<file path="src/rtl/pix_blend_pkg.sv">
package pix_blend_pkg;
  typedef enum logic [1:0] {
    WIN_NEVER   = 2'd0,
    WIN_INSIDE  = 2'd1,
    WIN_OUTSIDE = 2'd2,
    WIN_ALWAYS  = 2'd3
  } win_mode_e;
endpackage

</file>
<file path="src/rtl/blend_chan.sv">
module blend_chan #(
  parameter int W = 5
) (
  input  logic [W-1:0] a,
  input  logic [W-1:0] b,
  input  logic         do_sub,
  input  logic         halve,
  output logic [W-1:0] y
);
  logic [W:0]   sum;
  logic [W:0]   diff;
  logic [W-1:0] floored;

  always_comb begin
    sum     = {1'b0, a} + {1'b0, b};
    diff    = {1'b0, a} - {1'b0, b};
    floored = diff[W] ? '0 : diff[W-1:0];
    if (do_sub)
      y = halve ? (floored >> 1) : floored;
    else if (halve)
      y = sum[W:1];
    else
      y = sum[W] ? '1 : sum[W-1:0];
  end
endmodule

</file>
<file path="src/rtl/blend_gate.sv">
module blend_gate
  import pix_blend_pkg::*;
#(
  parameter int NLAYER  = 6,
  parameter int LAYER_W = 3
) (
  input  logic [LAYER_W-1:0] layer,
  input  logic [NLAYER-1:0]  mask,
  input  logic               in_window,
  input  logic [1:0]         win_mode,
  output logic               math_on
);
  logic [NLAYER-1:0] hit;
  logic              win_ok;

  for (genvar i = 0; i < NLAYER; i++) begin : g_hit
    assign hit[i] = mask[i] && (layer == LAYER_W'(i));
  end

  always_comb begin
    case (win_mode_e'(win_mode))
      WIN_NEVER:   win_ok = 1'b0;
      WIN_INSIDE:  win_ok = in_window;
      WIN_OUTSIDE: win_ok = !in_window;
      default:     win_ok = 1'b1;
    endcase
    math_on = win_ok && (|hit);
  end
endmodule

</file>
<file path="src/rtl/pix_blend.sv">
module pix_blend
  import pix_blend_pkg::*;
#(
  parameter int CH_W    = 5,
  parameter int NCH     = 3,
  parameter int NLAYER  = 6,
  parameter int LAYER_W = 3,
  localparam int COL_W  = CH_W * NCH
) (
  input  logic               clk,
  input  logic               rst,
  input  logic               in_valid,
  input  logic [COL_W-1:0]   main_col,
  input  logic [LAYER_W-1:0] main_layer,
  input  logic [COL_W-1:0]   sub_col,
  input  logic               sub_present,
  input  logic [COL_W-1:0]   fixed_col,
  input  logic               in_window,
  input  logic               cfg_subtract,
  input  logic               cfg_halve,
  input  logic               cfg_use_sub,
  input  logic [NLAYER-1:0]  cfg_layer_mask,
  input  logic [1:0]         cfg_win_mode,
  output logic [COL_W-1:0]   out_col,
  output logic               out_valid
);
  logic [COL_W-1:0] operand;
  logic [COL_W-1:0] mixed;
  logic             math_on;

  assign operand = (cfg_use_sub && sub_present) ? sub_col : fixed_col;

  blend_gate #(.NLAYER(NLAYER), .LAYER_W(LAYER_W)) u_gate (
    .layer     (main_layer),
    .mask      (cfg_layer_mask),
    .in_window (in_window),
    .win_mode  (cfg_win_mode),
    .math_on   (math_on)
  );

  for (genvar c = 0; c < NCH; c++) begin : g_ch
    logic [CH_W-1:0] m_ch;
    logic [CH_W-1:0] y_ch;
    assign m_ch = main_col[c*CH_W +: CH_W];

    blend_chan #(.W(CH_W)) u_chan (
      .a      (m_ch),
      .b      (operand[c*CH_W +: CH_W]),
      .do_sub (cfg_subtract),
      .halve  (cfg_halve),
      .y      (y_ch)
    );
    assign mixed[c*CH_W +: CH_W] = y_ch;

    assert_add_no_wrap_R2: assert property (@(posedge clk) disable iff (rst)
      (!cfg_subtract && !cfg_halve) |-> (y_ch >= m_ch));
    assert_sub_no_underflow_R3: assert property (@(posedge clk) disable iff (rst)
      cfg_subtract |-> (y_ch <= m_ch));
  end

  always_ff @(posedge clk) begin
    if (rst) begin
      out_col   <= '0;
      out_valid <= 1'b0;
    end else begin
      out_valid <= in_valid;
      if (in_valid) out_col <= math_on ? mixed : main_col;
    end
  end

  assert_valid_follows_R9: assert property (@(posedge clk) disable iff (rst)
    in_valid |=> out_valid);
  assert_idle_follows_R9: assert property (@(posedge clk) disable iff (rst)
    !in_valid |=> (!out_valid && $stable(out_col)));
  assert_bypass_R8: assert property (@(posedge clk) disable iff (rst)
    (in_valid && !math_on) |=> (out_col == $past(main_col)));
  assert_win_never_R7: assert property (@(posedge clk) disable iff (rst)
    (in_valid && cfg_win_mode == 2'd0) |=> (out_col == $past(main_col)));
endmodule

</file>
<file path="config.mk">
export PLATFORM = sky130hd
export DESIGN_NAME = pix_blend
export DESIGN_NICKNAME = d
export VERILOG_FILES = /design/src/rtl/pix_blend_pkg.sv /design/src/rtl/blend_chan.sv /design/src/rtl/blend_gate.sv /design/src/rtl/pix_blend.sv
export SDC_FILE = /design/constraint.sdc
export NUM_CORES = 1
export LEC_CHECK = 0
export BUFFER_PORTS_ARGS = -buffer_cell sky130_fd_sc_hd__buf_2
export CORE_ASPECT_RATIO = 1.5
export CORE_MARGIN = 2
export CORE_UTILIZATION = 57
export CTS_CLUSTER_DIAMETER = 30
export CTS_CLUSTER_SIZE = 30
export DETAILED_ROUTE_END_ITERATION = 12
export HOLD_SLACK_MARGIN = 0.02
export PLACE_DENSITY_LB_ADDON = 0.12
export SLEW_MARGIN = 10
export SYNTH_ARGS = -nofsm -noshare
export SYNTH_HDL_FRONTEND = slang
export SYNTH_SLANG_ARGS = --single-unit
</file>
<file path="constraint.sdc">
create_clock -name clk -period 5.56 [get_ports clk]
set_clock_uncertainty 0.1 [all_clocks]
set_input_delay 1.112 -clock clk [delete_from_list [all_inputs] [get_ports clk]]
set_output_delay 1.112 -clock clk [all_outputs]
set_load 0.05 [all_outputs]
</file>
==> run metrics <==
status finished, final reports clean; yosys warns 0; die height 87.8 µm; Worst EP arrival just under 4 ns; EDFF count, synth 0; Inserted Clock Buffers 3; worst r2r dst out_col[3]$_SDFFE_PP0P_; crit path max fanout 15; Global Route Usage Sum 27.3%; DRC Markers 0; post-route clock period utilization 70.1%; core region area between 0.004 and 0.005 mm²; Synth Register Bits 16; Layout area overhead 15.2%; hold_buf cts 0; sequential fraction of the synthesis area between 10% and 20%; DR vias/cell 6.18; clk buf depth 2; Reg2Reg Depth 3; share of the synthesized area in the top cell type 14.1%; largest net degree at the start of global routing 35; DRT iter0 DRCs 199; Distinct cells, synth between 60 and 70; internal reg-to-reg setup slack between 4 and 5 ns; Final Hold Fails 0; crit end category register; Post-Syn Area 0.00267 mm²; Final nets 504; top post-synthesis cells by area ha_1 14%, dfxtp_1 12%, mux2_2 6.8%, fa_1 4.5%, inv_1 4.2%; fraction of registers with async set/reset 0%; die area 0.00525 mm²; row count 30; drt total wl 7.13 mm; Tot Pwr around 0.00058 W; VDD IR-drop max ~0.090 mV; area leader, netlist ha_1; fin crit period 3.90 ns; DP HPWL about 5.5 mm; Tightest Pin Transition around 0.91 ns; initial antenna violation count 0; # diodes 0; fin cells 451; CTS Sinks 16; Slew Limit Fails 0; Worst Hold Launch out_col[11]$_SDFFE_PP0P_; depth of the CTS H-tree 1; Fmax 256 MHz; initial core utilization just under 60%; Die X 59.8 µm; First-pass DRT Iterations 5; root buffer cell clkbuf_8; CP max stage cell nand2_1; GP Congestion ~0.98; IO Pins 80; drt wl/cell 15.8 µm; LEAKAGE 1.45 nW; Primary FF master, synth dfxtp_1; IO buf count between 70 and 80; Syn Area/Cell 7.80 µm²; max_cap viols 0; RSZ-0062 raised after global routing false; Sum Neg Setup Slack 0 ns; crit path from sub_present; crit path to out_col[0]$_SDFFE_PP0P_; TritonCTS clock tree built; Placed Cells ~450; ratio of cells with drive above 1 in the final layout 29.0%; GRT overflow 0; postcts setup bufs 0; Rel. slew slack 39.6%; CTS clock-pin slew for the worst setup and hold paths 0.07 ns; CTS-repair resized insts 0; Post-Synthesis Net Count 442; Cells after Synth 342; HP Class register to register; Worst R2R Start out_col[3]$_SDFFE_PP0P_; max incr delay on CP between 0.5 and 0.6 ns; worst path cell trace buf_2 -> nand2_1 -> mux2_2 -> ha_1 -> nor2_1 -> o311a_1 -> o31ai_2 -> a221oi_1 -> a2111oi_2 -> a2111oi_2; Routed Antenna Nets 0; startpoint types input port; routed vias 2,787; post-layout util between 60% and 70%; Req. time, crit path 5.58 ns; number of global-route vias before repair 2,589; Power per Cell Area about 190 mW/mm²; most frequent CP cell a2111oi_2; final setup violation count 0; insertion delay to the later sink of the worst-skew pair 0.26 ns; CP Class input port to register; first-pass GRT wire length around 11 mm
synthesized netlist by cell type (3+ instances only):
cell type and count:
fa_1 6, a21o_1 7, o221ai_1 4, a221oi_1 4
buf_2 6, o21ai_0 7, dfxtp_1 16, mux2_2 16
a311oi_1 4, a2111oi_0 3, xor2_1 6, o32ai_1 4
nor4_1 3, o21ba_2 3, nand2_1 29, xnor2_1 8
inv_1 30, nor3_1 13, nor2_1 27, a21oi_1 15
a211oi_1 3, o21ai_1 6, clkbuf_1 14, a31oi_1 5
nand2b_1 5, and3_1 3, ha_1 30, nand3_1 7
o31ai_1 5, a2111oi_2 3, o21bai_1 6, mux2i_1 3
per-layer routing:
layer	global-route usage, %	share of wire, %	vias to the layer above
li1	-	-	1376
met5	0	0	-
met3	1.77	5.6	7
met2	52.9	54	112
met1	32.4	40	1292
met4	4.04	0.91	0
layout by cell type (no fill, tap or decap), types with 7 or more instances in the layout:
cell type / instances
ha_1: 30
mux2_2: 16
a21o_1: 7
nand2_1: 29
buf_2: 79
xnor2_1: 8
nor2_1: 27
nand3_1: 7
nor3_1: 13
dfxtp_1: 16
inv_1: 30
o21ai_0: 7
a21oi_1: 15
flip-flops by register name (all words and copies together), names as in the netlist:
name / cells
out_col: 15
out_valid: 1
per-stage QoR:
stage,setup slack (ns),hold WS (ns),instance area [µm²]
floorplan,1.83,0.592,2670
global placement,1.43,0.364,3020
detailed placement,1.41,0.367,3020
CTS,1.68,0.378,3070
global route,1.46,0.399,3070
finish,1.66,0.375,3070
worst max-delay path: cells and delay by family:
| kind | cells | cell delay (ns) |
|---|---|---|
| AO/OA/AOI/OAI | 5 | 1.28 |
| adder cells (fa/ha/maj) | 1 | 0.32 |
| buffers and inverters | 1 | 0.09 |
| multiplexers | 1 | 0.47 |
| AND/OR/NAND/NOR | 2 | 0.63 |
layout make-up:
| cell class | instances | area [µm²] |
|---|---|---|
| clock buffer | 4 | 55.1 |
| fill | 421 | 1430 |
| inverter | 34 | 128 |
| multi-input combinational | 270 | 2110 |
| sequential | 16 | 320 |
| tap | 48 | 60.1 |
| timing repair buffer | 79 | 395 |
logic make-up after synthesis:
group / share of synthesized area (%)
AND/OR/NAND/NOR: 16.6
AO/OA/AOI/OAI: 30.7
adder cells (fa/ha/maj): 18.6
buffers and inverters: 8.73
XOR/XNOR: 4.60
multiplexers: 8.73
flip-flops: 12.0
report_power, final:
group	switching (W)	internal, W
clock	0.0000497	0.0000631
combinational	0.000201	0.000131
sequential	0.00000556	0.000124
worst min-delay path by stage:
stage | endpoint | slack [ns] | depth (start not counted)
floorplan | out_col[11]$_SDFFE_PP0P_ | 0.59 | 2
global placement | out_col[2]$_SDFFE_PP0P_ | 0.36 | 2
detailed placement | out_col[11]$_SDFFE_PP0P_ | 0.37 | 2
CTS | out_col[11]$_SDFFE_PP0P_ | 0.38 | 2
global route | out_col[11]$_SDFFE_PP0P_ | 0.40 | 2
finish | out_col[11]$_SDFFE_PP0P_ | 0.38 | 2
(Power assumes the default switching activity.)
